[src/rtl/ets_pkg.sv]
`timescale 1ns/1ps
package ets_pkg;
  localparam int unsigned DEF_CNT_W  = 16;
  localparam int unsigned DEF_PRE_W  = 8;
  localparam int unsigned DEF_STAGES = 2;
endpackage

[src/rtl/ets_sync_edge.sv]
`timescale 1ns/1ps
module ets_sync_edge #(
  parameter int unsigned STAGES = ets_pkg::DEF_STAGES
) (
  input  logic clk,
  input  logic rst_n,
  input  logic din,
  output logic rise
);
  localparam int unsigned LAST = STAGES;

  logic [LAST:0] sh_q;
  logic [LAST:0] sh_d;

  always_comb begin
    sh_d = {sh_q[LAST-1:0], din};
  end

  always_ff @(posedge clk or negedge rst_n) begin
    if (!rst_n) sh_q <= '0;
    else        sh_q <= sh_d;
  end

  // rising edge seen between the last synchronized stage and its delayed copy
  assign rise = sh_q[LAST-1] & ~sh_q[LAST];
endmodule

[src/rtl/ets_tick_counter.sv]
`timescale 1ns/1ps
module ets_tick_counter #(
  parameter int unsigned CNT_W = ets_pkg::DEF_CNT_W,
  parameter int unsigned PRE_W = ets_pkg::DEF_PRE_W
) (
  input  logic             clk,
  input  logic             rst_n,
  input  logic [PRE_W-1:0] cfg_prescale,
  input  logic [CNT_W-1:0] cfg_limit,
  output logic             tick,
  output logic [CNT_W-1:0] cnt
);
  logic [PRE_W-1:0] pre_q, pre_d;
  logic [CNT_W-1:0] cnt_q, cnt_d;

  always_comb begin
    tick  = (pre_q >= cfg_prescale);
    pre_d = tick ? '0 : pre_q + 1'b1;
    cnt_d = cnt_q;
    if (tick) begin
      if (cnt_q >= cfg_limit) cnt_d = '0;
      else                    cnt_d = cnt_q + 1'b1;
    end
  end

  always_ff @(posedge clk or negedge rst_n) begin
    if (!rst_n) pre_q <= '0;
    else        pre_q <= pre_d;
  end

  always_ff @(posedge clk or negedge rst_n) begin
    if (!rst_n)    cnt_q <= '0;
    else if (tick) cnt_q <= cnt_d;
  end

  assign cnt = cnt_q;
endmodule

[src/rtl/ets_capture.sv]
`timescale 1ns/1ps
module ets_capture #(
  parameter int unsigned CNT_W = ets_pkg::DEF_CNT_W
) (
  input  logic             clk,
  input  logic             rst_n,
  input  logic             cap,
  input  logic [CNT_W-1:0] cnt,
  input  logic             rd_en,
  input  logic             ovr_clr,
  output logic             valid,
  output logic [CNT_W-1:0] value,
  output logic             ovr
);
  logic             valid_q, valid_d;
  logic             ovr_q, ovr_d;
  logic [CNT_W-1:0] val_q;

  always_comb begin
    valid_d = valid_q;
    if (rd_en) valid_d = 1'b0;
    if (cap)   valid_d = 1'b1;
    ovr_d = ovr_q;
    if (ovr_clr) ovr_d = 1'b0;
    if (cap && valid_q && !rd_en) ovr_d = 1'b1;
  end

  always_ff @(posedge clk or negedge rst_n) begin
    if (!rst_n) begin
      valid_q <= 1'b0;
      ovr_q   <= 1'b0;
    end else begin
      valid_q <= valid_d;
      ovr_q   <= ovr_d;
    end
  end

  always_ff @(posedge clk or negedge rst_n) begin
    if (!rst_n)   val_q <= '0;
    else if (cap) val_q <= cnt;
  end

  assign valid = valid_q;
  assign value = val_q;
  assign ovr   = ovr_q;
endmodule

[src/rtl/ref_edge_timestamper.sv]
`timescale 1ns/1ps
module ref_edge_timestamper #(
  parameter int unsigned CNT_W  = ets_pkg::DEF_CNT_W,
  parameter int unsigned PRE_W  = ets_pkg::DEF_PRE_W,
  parameter int unsigned STAGES = ets_pkg::DEF_STAGES
) (
  input  logic             clk,
  input  logic             rst_n,
  input  logic             ref_in,
  input  logic [PRE_W-1:0] cfg_prescale,
  input  logic [CNT_W-1:0] cfg_limit,
  input  logic             rd_en,
  input  logic             ovr_clr,
  output logic             stamp_valid,
  output logic [CNT_W-1:0] stamp_value,
  output logic             over_capture
);
  logic             rise;
  logic             tick;
  logic [CNT_W-1:0] cnt_now;

  ets_sync_edge #(.STAGES(STAGES)) u_sync (
    .clk(clk), .rst_n(rst_n), .din(ref_in), .rise(rise)
  );

  ets_tick_counter #(.CNT_W(CNT_W), .PRE_W(PRE_W)) u_cnt (
    .clk(clk), .rst_n(rst_n), .cfg_prescale(cfg_prescale),
    .cfg_limit(cfg_limit), .tick(tick), .cnt(cnt_now)
  );

  ets_capture #(.CNT_W(CNT_W)) u_cap (
    .clk(clk), .rst_n(rst_n), .cap(rise), .cnt(cnt_now),
    .rd_en(rd_en), .ovr_clr(ovr_clr), .valid(stamp_valid),
    .value(stamp_value), .ovr(over_capture)
  );
endmodule

[config.mk]
export PLATFORM = sky130hd
export DESIGN_NAME = ref_edge_timestamper
export DESIGN_NICKNAME = d
export VERILOG_FILES = /design/src/rtl/ets_pkg.sv /design/src/rtl/ets_sync_edge.sv /design/src/rtl/ets_tick_counter.sv /design/src/rtl/ets_capture.sv /design/src/rtl/ref_edge_timestamper.sv
export SDC_FILE = /design/constraint.sdc
export NUM_CORES = 1
export LEC_CHECK = 0
export ABC_AREA = 1
export BUFFER_PORTS_ARGS = -buffer_cell sky130_fd_sc_hd__buf_2
export CORE_ASPECT_RATIO = 1.75
export CORE_MARGIN = 1.5
export CORE_UTILIZATION = 55
export DETAILED_ROUTE_END_ITERATION = 8
export PLACE_DENSITY_LB_ADDON = 0.12
export SLEW_MARGIN = 10
export SYNTH_ARGS = -nofsm -noshare
export SYNTH_HDL_FRONTEND = slang
export SYNTH_HIERARCHICAL = 1
export SYNTH_SLANG_ARGS = --single-unit
[constraint.sdc]
create_clock -name clk -period 2.1 [get_ports clk]
set_clock_uncertainty 0.05 [all_clocks]
set_input_delay 0.21 -clock clk [delete_from_list [all_inputs] [get_ports clk]]
set_output_delay 0.21 -clock clk [all_outputs]
set_load 0.01 [all_outputs]
After elaboration in Yosys (flattened, before gate mapping)
Index checks and enable logic that the tools add are counted.

storage, ports and cells
  input bits = 29
  bits in latches = 0
  register bits after elaboration = 45
  output and inout bits = 18
  logic and storage cells = 23
  RAM bits = 0
  ROM bits = 0
  memories kept = 0

operators by class
  add/subtract/negate cells = 2
  divide/modulo/power cells = 0
  $lt $le $gt $ge = 2
  multipliers = 0
  mux-type cells = 6
  bitwise logic cells = 2
  reduce and logical (&&, ||, !) cells = 5
  shift-type cells = 0
  eq/ne operators = 0

operators with widths
  cell                     number
  $add A16 B1 Y16 const B  1
  $ge A16 B16 Y1           1
  $mux W16                 1
  $add A8 B1 Y8 const B    1
  $ge A8 B8 Y1             1
  $mux W8                  1
  $mux W1                  4
  $reduce_bool A2 Y1       2
  $logic_and A1 B1 Y1      2
  $and A1 B1 Y1            1
  $logic_not A1 Y1         1
  $not A1 Y1               1

Longest topological paths before layout
  word-level depth = 5
  gate-level depth with buffers = 13

Cells and area by module
The synthesis kept the hierarchy.

by module, submodules not included
  module            cells an instance  times used  area each (um^2)
  ets_tick_counter  288                1           2052.0
  ets_capture       77                 1           716.9
  ets_sync_edge     5                  1           85.1

Worst setup path before layout
Ideal clock, no wire load.

  kind = register to register
  from = reg u_cnt.cnt_q[15], in the netlist u_cnt/cnt[15]
  to = reg u_cnt.cnt_q[9], in the netlist u_cnt/cnt[9]
  stages on the path, launching flop included = 8
  required time = 1932 ps
  path slack = 478 ps
  data arrival time = 1453 ps
  clock period less this slack = 1622 ps
  setup time = 118 ps
  cells stage by stage = dfrtp_1 > ha_1 > nand2_1 > nor4_1 > nand2_1 > buf_2 > nand4_1 > nand2_1

between the ends
  word-level cells in the longest chain between the ends = 2

RTL lines
  item                    RTL line                text
  start, declared         ets_tick_counter.sv:14  logic [CNT_W-1:0] cnt_q, cnt_d;
  start signal, assigned  ets_tick_counter.sv:33  else if (tick) cnt_q <= cnt_d;
  $ge A16 B16 Y1          ets_tick_counter.sv:21  if (cnt_q >= cfg_limit) cnt_d = '0;
  $mux W16                ets_tick_counter.sv:21

Every way passes these cells.
A chain may end at the register's enable or synchronous reset.

Worst setup path in the final report
  from = reg u_cnt.cnt_q[0], in the netlist u_cnt/cnt[0]
  to = reg u_cnt.cnt_q[1], in the netlist u_cnt/cnt[1]

between the ends
  word-level cells in the longest chain between the ends = 2
  elaborated cells on any way between the ends = 3

RTL lines
  item                                               RTL line
  $add A16 B1 Y16 or $ge A16 B16 Y1 (tied branches)  ets_tick_counter.sv:22, ets_tick_counter.sv:21
  $mux W16 *                                         ets_tick_counter.sv:21

Every way passes the cells marked *; elsewhere a longest branch is shown, timed or not.

==> flow_summary.json <==
{
  "detail_route.wirelength_mm": 5.94,
  "worst_slew_pin_slew_ps": 557,
  "synth_cell_type_count": 32,
  "vias_per_cell": 5.10,
  "rr_startpoint": "u_cnt/cnt[0]$_DFFE_PN0N_",
  "synth.ff_latch_count": 45,
  "finalSetupTns_ps": 0,
  "timing_hold_violations_final": 0,
  "maxCapViolations": 0,
  "die_y_um": 98.3,
  "share_of_the_synthesized_area_in_the_top_cell_type_pct": 39.5,
  "final.period_utilization_pct": 89.8,
  "path_max_fanout": 15,
  "kind_of_end_point_of_the_critical_path": "flip-flop",
  "worst_setup_hold_path_clk_slew_ps": 80,
  "number_of_iterations_in_the_first_detailed_routing_pass": 4,
  "p_int_mw": 1.64,
  "grt_first_pass_wirelength_mm": 10.2,
  "std_cell_rows": 34,
  "synth_ff_type": "sky130_fd_sc_hd__dfrtp_1",
  "drive_above_1_share_pct": 20.6,
  "drt_drc_violations_left": 0,
  "drtAntennaViolNets": 0,
  "gp_congestion": 0.815,
  "cts_tree": "yes",
  "postSynthAreaPerCell_sq_um": 7.71,
  "total_power_mw": 2.51,
  "global_router_s_overall_resource_usage_pct": 22.6,
  "drt_iter0_drc": 83,
  "share_clk_of_total_power_pct": 25.1,
  "worst_r2r_endpoint": "u_cnt/cnt[1]$_DFFE_PN0N_",
  "ctsHtreeMaxLevel": 2,
  "nNetsFinal": 488,
  "grt_start_max_net_pins": 46,
  "flow.area_growth_from_synthesis_pct": 16.1,
  "max_clock_freq_mhz": 530,
  "initial_utilization_pct": 57.3,
  "p_comb_share_pct": 29.9,
  "grt-ovfl-total": 0,
  "vdd_ir_drop_max_mv": 0.639,
  "cts_resized": 0,
  "synthMostInstantiatedCell": "sky130_fd_sc_hd__nand2_1",
  "synth_seq_area_share_pct": 39.5,
  "clock_buffers_created_by_tritoncts": 5,
  "filler_cell_count": 439,
  "ff2ff_setup_slack_ps": 210,
  "synth_cells": 370,
  "die_width_um": 57.5,
  "mappedNetlistNets": 425,
  "die_area_sq_um": 5650,
  "sw_frac_of_total_pct": 34.8,
  "coreArea_sq_um": 4980,
  "hold_path.class": "input port to flip-flop",
  "place.port_buffers": 46,
  "grt_setup_unrepaired": "no",
  "synth_enable_flop_cells": 0,
  "detailedPlacementHpwl_mm": 4.52,
  "first_global_vias": 2408,
  "diode_count": 0,
  "min_period_ps": 1890,
  "worst_hold_path.endpoint": "u_cap/ovr$_DFFE_PN0P_",
  "leakage_nw": 1.95,
  "cts_hold_buf": 2,
  "vias": 2482,
  "synth_async_sr_flop_share_pct": 100,
  "worst-endpoint-arrival_ps": 2060,
  "num_io_pins": 47,
  "cts.sinks": 45,
  "maxSlewViolCount": 0,
  "ff_to_ff_path_depth": 12,
  "clock_insertion_delay_at_the_later_pin_of_the_skew_report_ps": 290,
  "largest_cells_by_area_after_synthesis": "sky130_fd_sc_hd__dfrtp_1 (39%), sky130_fd_sc_hd__nand2_1 (18%), sky130_fd_sc_hd__ha_1 (11%)",
  "critPathKind": "flip-flop to flip-flop",
  "min_delay_path_depth": 4,
  "min-delay-start": "ovr_clr",
  "root_buffer_cell": "sky130_fd_sc_hd__clkbuf_8",
  "timing.critical_path.from_type": "flip-flop",
  "synth.largest_area_cell": "sky130_fd_sc_hd__dfrtp_1",
  "routed_wire_length_per_instance_um": 12.2,
  "utilization_pct": 66.6,
  "worst-endpoint-required_ps": 2270,
  "cell_types_with_the_highest_counts_after_synthesis": "sky130_fd_sc_hd__nand2_1 (134), sky130_fd_sc_hd__inv_1 (48), sky130_fd_sc_hd__dfrtp_1 (45), sky130_fd_sc_hd__nor2_1 (28), sky130_fd_sc_hd__ha_1 (26)",
  "post_synth_instance_area_sq_um": 2850,
  "ys.warnings.count": 6,
  "pwr-share-seq_pct": 45.0,
  "max-slew-margin-rel_pct": 62.8,
  "setup_violations": 0,
  "cts.repair_timing.setup_buffer_count": 0,
  "p_sw_mw": 0.873,
  "power_density_nw_per_um2": 758,
  "antenna_found_initial": 0,
  "clockBufferDepth": 2,
  "run_status": "complete, no violations"
}
==> state kept, by name, summed over array words and instances (netlist names) <==
signal,cells
u_cap/value,16
u_sync/sh_q,3
u_cnt/cnt,16
u_cnt/pre_q,8
u_cap/valid,1
u_cap/ovr,1
==> worst max-delay path: stages (launching register included) <==
cell and delay (ps):
sky130_fd_sc_hd__dfrtp_1 500, sky130_fd_sc_hd__inv_2 100, sky130_fd_sc_hd__ha_1 280, sky130_fd_sc_hd__inv_1 50, sky130_fd_sc_hd__nand2_1 40, sky130_fd_sc_hd__nand3_1 70
sky130_fd_sc_hd__nand3_1 80, sky130_fd_sc_hd__nand2_1 70, sky130_fd_sc_hd__nand2_1 70, sky130_fd_sc_hd__nand2_1 60, sky130_fd_sc_hd__buf_4 210, sky130_fd_sc_hd__nand2_1 80
sky130_fd_sc_hd__o21ai_0 140
==> logic make-up after synthesis <==
logic type	share of synthesized area (%)
buffers and inverters	10.3
AND/OR/NAND/NOR	32.1
AO/OA/AOI/OAI	3.95
XOR/XNOR	2.76
flip-flops	39.5
adder cells (fa/ha/maj)	11.4
==> metrics by stage <==
| step | std cells | instance area (sq um) | hold WS (ps) | setup slack (ps) |
|---|---|---|---|---|
| after floorplan | 370 | 2850 | -136 | 478 |
| after global routing | 487 | 3310 | 87.9 | 28.6 |
| final | 487 | 3310 | 92.0 | 214 |
| after detailed placement | 478 | 3190 | 270 | 225 |
| after global placement | 478 | 3190 | 268 | 224 |
| after CTS | 487 | 3310 | 87.9 | 199 |
==> power by group through the flow <==
stage,Clock [mW],Combinational [mW],Sequential [mW]
3_5_place_dp,0,0.752,1.15
2_1_floorplan,0,0.550,1.14
6_report,0.631,0.750,1.13
4_1_cts,0.640,0.758,1.13
3_3_place_gp,0,0.725,1.15
5_1_grt,0.688,0.872,1.15
==> worst max path at each step <==
stage | start | endpoint | slack [ps] | cells past startpoint
final | u_cnt/cnt[0]$_DFFE_PN0N_ | u_cnt/cnt[1]$_DFFE_PN0N_ | 210 | 12
after detailed placement | u_cnt/cnt[0]$_DFFE_PN0N_ | u_cnt/cnt[1]$_DFFE_PN0N_ | 230 | 12
after CTS | u_cnt/cnt[0]$_DFFE_PN0N_ | u_cnt/cnt[1]$_DFFE_PN0N_ | 200 | 12
after floorplan | u_cnt/cnt[15]$_DFFE_PN0N_ | u_cnt/cnt[9]$_DFFE_PN0N_ | 480 | 7
after global routing | u_cnt/cnt[0]$_DFFE_PN0N_ | u_cnt/cnt[0]$_DFFE_PN0N_ | 30 | 12
after global placement | u_cnt/cnt[0]$_DFFE_PN0N_ | u_cnt/cnt[0]$_DFFE_PN0N_ | 220 | 12
==> cell type report <==
| type | count | area, sq um | area share, % |
|---|---|---|---|
| clock buffers | 5 | 68.8 | 2.08 |
| clock inverters | 2 | 35.0 | 1.06 |
| inverters | 54 | 213 | 6.42 |
| multi-input cells | 263 | 1430 | 43.2 |
| flip-flops and latches | 45 | 1130 | 34.0 |
| well taps | 54 | 67.6 | 2.04 |
| repair buffers | 64 | 370 | 11.2 |
==> cell usage in the layout, fill, tap and decap left out, drive strengths merged, types with 2 or more instances in the layout <==
cell / instances
xnor2: 2
nand3: 8
o21a: 2
nor3: 4
dfrtp: 45
buf: 62
a21oi: 10
nand2: 141
clkbuf: 5
inv: 52
o21ai: 4
dlygate4sd3: 2
ha: 26
xor2: 7
o21bai: 2
nand4: 20
nor2: 34
clkinv: 3
==> layer usage <==
metal	wire length [um]	vias up	GRT usage (%)
li1	-	1280	-
met1	2410	1125	25.9
met2	3200	66	41.3
met3	225	11	2.65
met4	116	0	8.41
met5	0	-	0
(Power assumes the default switching activity.)
